### src/rtl/expr_tree_pkg.sv
package expr_tree_pkg;
    localparam int NUM_OPND = 6;

    typedef enum logic [2:0] {
        ST_IDLE,
        ST_FETCH,
        ST_WAIT,
        ST_WRITE,
        ST_DONE
    } state_t;

    typedef enum logic [3:0] {
        ROOT_ADD   = 4'd0,
        ROOT_SUB   = 4'd1,
        ROOT_AND   = 4'd2,
        ROOT_OR    = 4'd3,
        ROOT_XOR   = 4'd4,
        ROOT_LEFT  = 4'd5,
        ROOT_RIGHT = 4'd6
    } root_op_t;
endpackage

### src/rtl/expr_leaf_node.sv
module expr_leaf_node #(
    parameter int W = 8
) (
    input  logic [W-1:0] a,
    input  logic [W-1:0] b,
    input  logic         use_and,
    output logic [W-1:0] y
);
    logic [W-1:0] prod;
    assign prod = a * b;
    assign y    = use_and ? (a & b) : prod;
endmodule

### src/rtl/expr_mid_node.sv
module expr_mid_node #(
    parameter int W = 8
) (
    input  logic [W-1:0] a,
    input  logic [W-1:0] b,
    input  logic         do_sub,
    input  logic         pass_a,
    output logic [W-1:0] y
);
    logic [W-1:0] sum;
    assign sum = do_sub ? (a - b) : (a + b);
    assign y   = pass_a ? a : sum;
endmodule

### src/rtl/expr_root_node.sv
module expr_root_node
    import expr_tree_pkg::*;
#(
    parameter int W = 8
) (
    input  logic [W-1:0] left,
    input  logic [W-1:0] right,
    input  logic [3:0]   op,
    output logic [W-1:0] y
);
    always_comb begin
        unique case (op)
            ROOT_ADD:   y = left + right;
            ROOT_SUB:   y = left - right;
            ROOT_AND:   y = left & right;
            ROOT_OR:    y = left | right;
            ROOT_XOR:   y = left ^ right;
            ROOT_RIGHT: y = right;
            default:    y = left;
        endcase
    end
endmodule

### src/rtl/expr_tree_unit.sv
module expr_tree_unit
    import expr_tree_pkg::*;
#(
    parameter int ADDR_W = 8,
    parameter int DATA_W = 8
) (
    input  logic                       clk,
    input  logic                       rst_n,
    input  logic                       start,
    input  logic [NUM_OPND*ADDR_W-1:0] opnd_addr,
    input  logic [NUM_OPND-1:0]        opnd_ind,
    input  logic [1:0]                 leaf_sel,
    input  logic [1:0]                 mid_sel,
    input  logic [3:0]                 root_op,
    input  logic [ADDR_W-1:0]          dest_addr,
    output logic                       busy,
    output logic                       done,
    output logic                       mem_req,
    output logic                       mem_we,
    output logic [ADDR_W-1:0]          mem_addr,
    output logic [DATA_W-1:0]          mem_wdata,
    input  logic                       mem_gnt,
    input  logic [DATA_W-1:0]          mem_rdata
);
    localparam int IDX_W = $clog2(NUM_OPND);
    localparam logic [IDX_W-1:0] LAST_IDX = IDX_W'(NUM_OPND - 1);
    localparam int NUM_LEAF = NUM_OPND / 2;

    state_t state_q, state_d;

    logic [ADDR_W-1:0]   addr_q [NUM_OPND];
    logic [NUM_OPND-1:0] ind_q;
    logic [1:0]          leaf_q;
    logic [1:0]          mid_q;
    logic [3:0]          root_q;
    logic [ADDR_W-1:0]   dest_q;
    logic [DATA_W-1:0]   opnd_q [NUM_OPND];
    logic [IDX_W-1:0]    idx_q;
    logic                ptr_phase_q;
    logic [ADDR_W-1:0]   cur_addr_q;

    // next-state logic
    always_comb begin
        state_d = state_q;
        unique case (state_q)
            ST_IDLE:  if (start) state_d = ST_FETCH;
            ST_FETCH: if (mem_gnt) state_d = ST_WAIT;
            ST_WAIT: begin
                if (ptr_phase_q)            state_d = ST_FETCH;
                else if (idx_q == LAST_IDX) state_d = ST_WRITE;
                else                        state_d = ST_FETCH;
            end
            ST_WRITE: if (mem_gnt) state_d = ST_DONE;
            ST_DONE:  state_d = ST_IDLE;
            default:  state_d = ST_IDLE;
        endcase
    end

    // state register
    always_ff @(posedge clk) begin
        if (!rst_n) state_q <= ST_IDLE;
        else        state_q <= state_d;
    end

    // configuration latch and operand capture
    always_ff @(posedge clk) begin
        if (!rst_n) begin
            ind_q       <= '0;
            leaf_q      <= '0;
            mid_q       <= '0;
            root_q      <= '0;
            dest_q      <= '0;
            idx_q       <= '0;
            ptr_phase_q <= 1'b0;
            cur_addr_q  <= '0;
            for (int k = 0; k < NUM_OPND; k++) begin
                addr_q[k] <= '0;
                opnd_q[k] <= '0;
            end
        end else if (state_q == ST_IDLE && start) begin
            for (int k = 0; k < NUM_OPND; k++)
                addr_q[k] <= opnd_addr[k*ADDR_W +: ADDR_W];
            ind_q       <= opnd_ind;
            leaf_q      <= leaf_sel;
            mid_q       <= mid_sel;
            root_q      <= root_op;
            dest_q      <= dest_addr;
            idx_q       <= '0;
            ptr_phase_q <= opnd_ind[0];
            cur_addr_q  <= opnd_addr[ADDR_W-1:0];
        end else if (state_q == ST_WAIT) begin
            if (ptr_phase_q) begin
                cur_addr_q  <= mem_rdata[ADDR_W-1:0];
                ptr_phase_q <= 1'b0;
            end else begin
                opnd_q[idx_q] <= mem_rdata;
                if (idx_q != LAST_IDX) begin
                    idx_q       <= idx_q + 1'b1;
                    cur_addr_q  <= addr_q[idx_q + 1'b1];
                    ptr_phase_q <= ind_q[idx_q + 1'b1];
                end
            end
        end
    end

    // operator tree
    logic [DATA_W-1:0]   leaf_y [NUM_LEAF];
    logic [NUM_LEAF-1:0] leaf_and;
    logic [DATA_W-1:0]   mid_y;
    logic [DATA_W-1:0]   root_y;

    assign leaf_and = {1'b0, leaf_q};

    for (genvar g = 0; g < NUM_LEAF; g++) begin : g_leaf
        expr_leaf_node #(.W(DATA_W)) u_leaf (
            .a       (opnd_q[2*g]),
            .b       (opnd_q[2*g+1]),
            .use_and (leaf_and[g]),
            .y       (leaf_y[g])
        );
    end

    expr_mid_node #(.W(DATA_W)) u_mid (
        .a      (leaf_y[0]),
        .b      (leaf_y[1]),
        .do_sub (mid_q[0]),
        .pass_a (mid_q[1]),
        .y      (mid_y)
    );

    expr_root_node #(.W(DATA_W)) u_root (
        .left  (mid_y),
        .right (leaf_y[2]),
        .op    (root_q),
        .y     (root_y)
    );

    // outputs
    always_comb begin
        busy      = (state_q != ST_IDLE);
        done      = (state_q == ST_DONE);
        mem_req   = (state_q == ST_FETCH) || (state_q == ST_WRITE);
        mem_we    = (state_q == ST_WRITE);
        mem_addr  = (state_q == ST_WRITE) ? dest_q : cur_addr_q;
        mem_wdata = root_y;
    end
endmodule

### config.mk
export PLATFORM = sky130hd
export DESIGN_NAME = expr_tree_unit
export DESIGN_NICKNAME = d
export VERILOG_FILES = /design/src/rtl/expr_tree_pkg.sv /design/src/rtl/expr_leaf_node.sv /design/src/rtl/expr_mid_node.sv /design/src/rtl/expr_root_node.sv /design/src/rtl/expr_tree_unit.sv
export SDC_FILE = /design/constraint.sdc
export NUM_CORES = 1
export LEC_CHECK = 0
export ABC_CLOCK_PERIOD_IN_PS = 11250
export BUFFER_PORTS_ARGS = -buffer_cell sky130_fd_sc_hd__buf_2
export CAP_MARGIN = 20
export CORE_MARGIN = 2
export CORE_UTILIZATION = 55
export DETAILED_ROUTE_END_ITERATION = 12
export PLACE_DENSITY = 0.75
export SKIP_CTS_REPAIR_TIMING = 1
export SYNTH_ARGS = -nofsm -noshare
export SYNTH_HDL_FRONTEND = slang
export SYNTH_HIERARCHICAL = 1
export SYNTH_SLANG_ARGS = --single-unit
### constraint.sdc
create_clock -name clk -period 11.25 [get_ports clk]
set_input_delay 1.125 -clock clk [delete_from_list [all_inputs] [get_ports clk]]
set_output_delay 1.125 -clock clk [all_outputs]
set_load 0.005 [all_outputs]
==> summary.txt, run 1 <==
Worst setup path
  • Critical path endpoint category: primary output
  • Startpoint types: register
  • CP most frequent cell: ha_1
  • CP peak stage delay: 530 ps
  • Worst path arrival time: approximately 7000 ps
  • Critical path class: reg2out
  • R2r startpoint: idx_q[1]
  • Critical path launch point: opnd_q[3][2]
  • Slowest CP cell: fa_1
  • Crit path max fanout: 7
  • Worst EP required: 10130 ps

Synthesis
  • Synth cell types: 70
  • Yosys reg bits: 133
  • Post-synth EDFFs: 96
  • Prevailing post-synth register cell: edfxtp_1
  • Yosys warns: 6
  • Cell taking the most area after synthesis: edfxtp_1
  • Cell Area, Synth: roughly 0.010 mm^2
  • Most frequent cell after synthesis: nand2_1
  • Synth Area in Adders: between 10% and 20%
  • Register area share after synthesis: roughly a third
  • Top cells by count, synth: 146 x nand2_1, 126 x inv_1, 96 x edfxtp_1
  • Largest family of logic cells by synthesized area: simple AND/OR/NAND/NOR gates
  • Synth top area share: 27.9%
  • Asr flop ratio synth: 0%
  • Post-Syn Area per Cell: 9.54 um^2
  • Post-Synth XOR/XNOR Area: under 10%
  • Synth Area in Compound Gates: 10.6%
  • Post-Synthesis Cells: 1082
  • Simple-Gate Fraction of Synth Area: 18.0%
  • Mux cell area share after synthesis: 4.97%
  • Top cells by area, synth: edfxtp_1 28%, ha_1 9.9%, fa_1 7.4%

Min path
  • Hold Path Class: reg2reg
  • Worst Hold Launch: dest_q[7]

Flow run
  • Total of max-cap violations: 0

GRT
  • GRT Util Overall: 24.9%
  • Remaining global-route overflow: 0
  • First-pass GRT wire length: 39100 um
  • Vias in the first global route: just under 8000
  • Pin count of the biggest net entering global routing: 75
  • Initial antenna violation count: 1

Clocking
  • CTS tree: yes
  • Total clock sinks: 133
  • Clock transition at path regs: 60 ps
  • CTS Buf Count: 17
  • Max H-tree Level: 4
  • Latest clock arrival within the worst-skew pair: 420 ps
  • Clock buffer depth: 2
  • Root Buffer: clkbuf_16

Floorplan
  • DIE AREA: 0.0199 mm^2
  • CORE AREA: roughly 0.019 mm^2
  • Row cnt: 50
  • Die width: 141 um
  • Chip Height: roughly 140 um
  • IO Pins: approximately 100
  • Initial Util: a little under three fifths

Timing
  • Slew at the pin closest to its max-slew limit: just under 900 ps
  • Final max-slew violation count: 0
  • Minimum clock period: between 8000 and 9000 ps
  • Fin. Hold Viols: 0
  • Slew headroom: 40.0%
  • RSZ-0062 raised after global routing: no
  • Setup_tns: 0 ps
  • FMAX: 125 MHz
  • Final setup fails: 0
  • Post-route clock skew: around 9.0 ps
  • Tcrit/Tclk final: ~71%

Power and ir drop
  • Internal power component: 1.14 mW
  • Psw: between 0.5 and 0.6 mW
  • Clock power share: 33.4%
  • Logic pwr share: 32.0%
  • Reg power frac: between 30% and 40%
  • Leakage: between 5 and 6 nW
  • Pwr dens: 147 mW/mm^2
  • Net Sw Frac: between 30% and 40%
  • Max IR drop VDD: approximately 0.11 mV

Place
  • Post-DP HPWL: about 18000 um
  • RePlAce Congestion: 0.878
  • PortBufs: 101
  • Placed Area: 0.0109 mm^2

Final layout
  • ANT cells: 0
  • Fin nets: roughly 1400
  • Register Area: 0.00362 mm^2
  • Area of the multi-input gates: 0.00596 mm^2
  • Fillers: between 1500 and 2000
  • Area growth syn-to-layout: 11.7%
  • Final instance area: roughly 0.012 mm^2
  • Layout cell share with drive strength beyond 1: ~16%

Route
  • Vias: slightly below 8000
  • Antenna-violating nets left: 0
  • Vias per inst: 5.63
  • Routed len/inst: about 17 um
  • First drt pass iteration count: 5
  • DRC violations left: 0
  • Initial DRC count: 481
  • Post-Route WL: 24200 um

Outcome
  • Status: complete, no violations
-- placed cells by master (no fill, tap or decap), types with 3 or more instances in the layout --
master,netlist,layout
xor2_1,17,17
mux2_2,24,24
a211oi_1,3,3
clkinv_4,0,5
nor4b_4,3,3
dfxtp_1,37,37
conb_1,1,4
nand2b_1,3,3
xnor2_1,37,37
nor3_1,4,4
a31oi_1,7,7
a32oi_1,4,4
buf_2,15,103
a21o_1,18,18
buf_4,1,6
clkbuf_16,0,18
nor2b_1,5,5
and3_1,49,49
edfxtp_1,96,96
a21oi_1,61,61
nand3_1,20,20
nand2_1,146,145
and2_1,51,51
o21ai_1,4,4
o21ai_0,33,33
o211ai_1,10,10
inv_1,126,126
nor2_1,58,58
mux2i_1,22,22
o221a_2,7,7
fa_1,38,38
o22ai_1,9,9
ha_1,82,82
xnor3_1,9,9
or3_1,4,4
-- registers in the layout, indices dropped and copies added (netlist names), 2 cells and up --
name	count
addr_q	48
cur_addr_q	8
dest_q	8
idx_q	3
ind_q	6
leaf_q	2
mid_q	2
opnd_q	48
root_q	4
state_q	3
-- metal layers --
metal | vias to the layer above | global-route usage [%] | wire length, um
met3 | 44 | 5.20 | 1360
met1 | 3785 | 32.0 | 10200
met4 | 0 | 8.89 | 716
met5 | - | 0 | 0
li1 | 3855 | - | -
met2 | 266 | 41.8 | 11900
-- path summary, 6_finish.rpt --
kind                                       to  slack [ps]  cells past startpoint
worst max-delay path             mem_wdata[7]        3230                     26
worst min register to register      dest_q[7]         450                      2
worst max register to register  cur_addr_q[3]        8770                      6
worst min-delay path                dest_q[7]         450                      2
-- through the flow --
stage | total power, mW | util (%) | instances | worst slack [ps] | hold slack (ps)
3_3_place_gp | 1.11 | 58.7 | 1377 | 3900 | 441
6_report | 1.69 | 62.1 | 1412 | 3230 | 451
4_1_cts | 1.69 | 61.9 | 1409 | 3260 | 452
3_5_place_dp | 1.13 | 58.7 | 1377 | 3740 | 444
2_1_floorplan | 0.989 | - | 1085 | 4260 | 433
5_1_grt | 1.79 | 62.1 | 1412 | 2880 | 477
-- worst max-delay path: cells and delay by family (launching register included) --
| kind | cells | cell delay [ps] |
|---|---|---|
| adders and majority gates | 7 | 2580 |
| AOI/OAI and AO/OA | 7 | 1480 |
| xor gates and xnor gates | 4 | 720 |
| and+or+nand+nor | 4 | 620 |
| DFF | 1 | 500 |
| buffers and inverters | 3 | 270 |
| muxes | 1 | 260 |
-- power groups by stage --
stage / logic, mW / registers [mW] / clock network [mW]
CTS: 0.539 / 0.585 / 0.570
floorplan: 0.410 / 0.579 / 0
global route: 0.610 / 0.589 / 0.591
global placement: 0.518 / 0.594 / 0
detailed placement: 0.535 / 0.595 / 0
finish: 0.541 / 0.585 / 0.564
-- cell type report --
cell class	count	area share (%)
clock buffers	20	3.97
clock inverters	12	1.25
inverters	127	4.13
multi-input cells	776	51.7
flip-flops and latches	133	31.4
well taps	234	2.54
repair buffers	110	5.03
-- cells by family after synthesis --
family	Yosys count
other	1
adder cells (fa/ha/maj)	120
multiplexers	47
flip-flops	133
buffers and inverters	176
AO/OA/AOI/OAI	174
XOR/XNOR	64
AND/OR/NAND/NOR	367
(Power assumes the default switching activity.)
==> inputs of run 2 (changes only) <==
- ABC_CLOCK_PERIOD_IN_PS: 11250 -> 7800
- clock period: 11.25 -> 7.8 ns (I/O delays scaled with it)
==> summary.txt, run 2 (synthesis results as in run 1) <==
Place
  • PortBufs: 101 (unchanged)
  • RePlAce Congestion: 0.872 (was 0.878)
  • Placed cell count: 1377 (unchanged)
  • Post-DP HPWL: 17700 um (was 17800 um)
  • Placed Area: 0.0109 mm^2 (unchanged)

Floorplan
  • CORE AREA: 0.0186 mm^2 (unchanged)
  • IO Pins: 102 (unchanged)
  • Initial Util: 55.6% (unchanged)
  • DIE AREA: 0.0199 mm^2 (unchanged)
  • Chip Height: 141 um (unchanged)
  • Row cnt: 50 (unchanged)
  • Die width: 141 um (unchanged)

Timing
  • Minimum clock period: 7500 ps
  • Slew at the pin closest to its max-slew limit: 1020 ps (was 891 ps)
  • Final setup fails: 0 (unchanged)
  • FMAX: 133 MHz
  • Fin. Hold Viols: 0 (unchanged)
  • Min Hold Slack: 451 ps (about the same)
  • Final max-slew violation count: 0 (unchanged)
  • Post-route clock skew: 9.63 ps (was 9.01 ps)
  • Setup_tns: 0 ps (unchanged)
  • Slew headroom: 31.2% (was 40.0%)
  • Tcrit/Tclk final: 96.1%

Clocking
  • Latest clock arrival within the worst-skew pair: 420 ps (about the same)
  • Clock transition at path regs: 70 ps (was 60 ps)
  • CTS tree: yes (unchanged)
  • CTS Buf Count: 17 (unchanged)
  • Max H-tree Level: 4 (unchanged)
  • Total clock sinks: 133 (unchanged)
  • Clock buffer depth: 2 (unchanged)
  • Root Buffer: clkbuf_16 (unchanged)

Min path
  • Worst Hold Launch: dest_q[5] (was dest_q[7])
  • Min-Delay Path Depth: 2 (unchanged)
  • Hold Path Class: reg2reg (unchanged)

Final layout
  • Fillers: 1546 (was 1528)
  • Layout cell share with drive strength beyond 1: 16.8% (was 16.1%)
  • Fin util: 62.3% (was 62.1%)
  • Leading cell types in the layout, fill and taps excluded: 145 x nand2_1, 126 x inv_1, 101 x buf_2 (was 145 x nand2_1, 126 x inv_1, 103 x buf_2)
  • Area of the multi-input gates: 0.00597 mm^2 (was 0.00596 mm^2)
  • Final instance area: 0.0116 mm^2 (was 0.0115 mm^2)
  • Fin nets: 1371 (was 1367)
  • Final cell count without fillers: 1416 (was 1412)
  • ANT cells: 0 (unchanged)
  • Commonest non-fill, non-tap cell in the layout: nand2_1 (unchanged)
  • Largest regs: addr_q: 48 flops, opnd_q: 48 flops (unchanged)
  • Register Area: 0.00362 mm^2 (unchanged)
  • Area growth syn-to-layout: 12.2% (was 11.7%)

GRT
  • Pin count of the biggest net entering global routing: 75 (unchanged)
  • Initial antenna violation count: 1 (unchanged)
  • Vias in the first global route: 7764 (was 7735)
  • First-pass GRT wire length: 38800 um (was 39100 um)
  • GRT Util Overall: 24.6% (was 24.9%)
  • Remaining global-route overflow: 0 (unchanged)

Route
  • Vias: 7976 (was 7950)
  • Initial DRC count: 591 (was 481)
  • Antenna-violating nets left: 0 (unchanged)
  • DRC violations left: 0 (unchanged)
  • First drt pass iteration count: 6 (was 5)
  • Vias per inst: 5.63 (about the same)
  • Routed len/inst: 16.8 um (was 17.2 um)
  • Post-Route WL: 23800 um (was 24200 um)

Flow run
  • Total of max-cap violations: 0 (unchanged)

Power and ir drop
  • Pwr dens: 214 mW/mm^2 (was 147 mW/mm^2)
  • Max IR drop VDD: 0.154 mV (was 0.109 mV)
  • Leakage: 5.40 nW (was 5.37 nW)

Worst setup path
  • Worst EP required: 7020 ps (was 10130 ps)
  • R2r startpoint: ptr_phase_q (was idx_q[1])
  • Critical path endpoint category: primary output (unchanged)
  • FF-to-FF path depth: 4 (was 6)
  • Startpoint types: register (unchanged)
  • Crit path max fanout: 7 (unchanged)
  • Critical path class: reg2out (unchanged)
  • Critical path launch point: opnd_q[0][2] (was opnd_q[3][2])
  • Worst path arrival time: 6720 ps (was 6890 ps)

Outcome
  • Status: complete, no violations (unchanged)
[run 2: per-layer routing]
metal / vias up / routed length, um / track usage, %
met5: - / 0 / 0
met4: 0 / 306 / 6.84
met3: 24 / 1460 / 4.48
met2: 284 / 12000 / 43.0
met1: 3802 / 10000 / 31.7
li1: 3866 / - / -
[run 2: metrics by stage]
step / worst slack (ps) / power (mW)
after floorplan: 1150 / 1.43
after global placement: 797 / 1.60
after detailed placement: 610 / 1.63
after CTS: 144 / 2.45
after global routing: -12.7 / 2.64
final: 302 / 2.48
[run 2: worst max-delay path, stage by stage, from the launching register on]
cell and delay, ps:
edfxtp_1 470, nand2_1 120, fa_1 430, fa_1 540, inv_1 50, fa_1 470
inv_1 60, fa_1 540, inv_1 40, ha_1 320, xor2_1 170, o21ai_0 330
ha_1 340, a21o_1 170, a31o_1 180, a21oi_1 140, xnor2_1 90, nor2_1 170
xor2_2 230, inv_1 70, ha_1 290, mux2_2 270, a221o_1 380, nor3_1 200
a211oi_1 80, buf_2 140
[run 2: power by group]
group          internal (mW)  switching (mW)
sequential             0.803          0.0400
clock                  0.461           0.357
combinational          0.380           0.439
[run 2: final timing paths]
check,endpoint,slack [ps]
max reg2reg,opnd_q[3][5],5280
min reg2reg,dest_q[5],450
min,dest_q[5],450
max,mem_wdata[7],300
[run 2: area by class of cell]
cell class              count  area share [%]
clock buffers              17            3.67
clock inverters            15            1.56
inverters                 127            4.12
multi-input cells         776            51.6
flip-flops and latches    133            31.3
well taps                 234            2.53
repair buffers            114            5.29
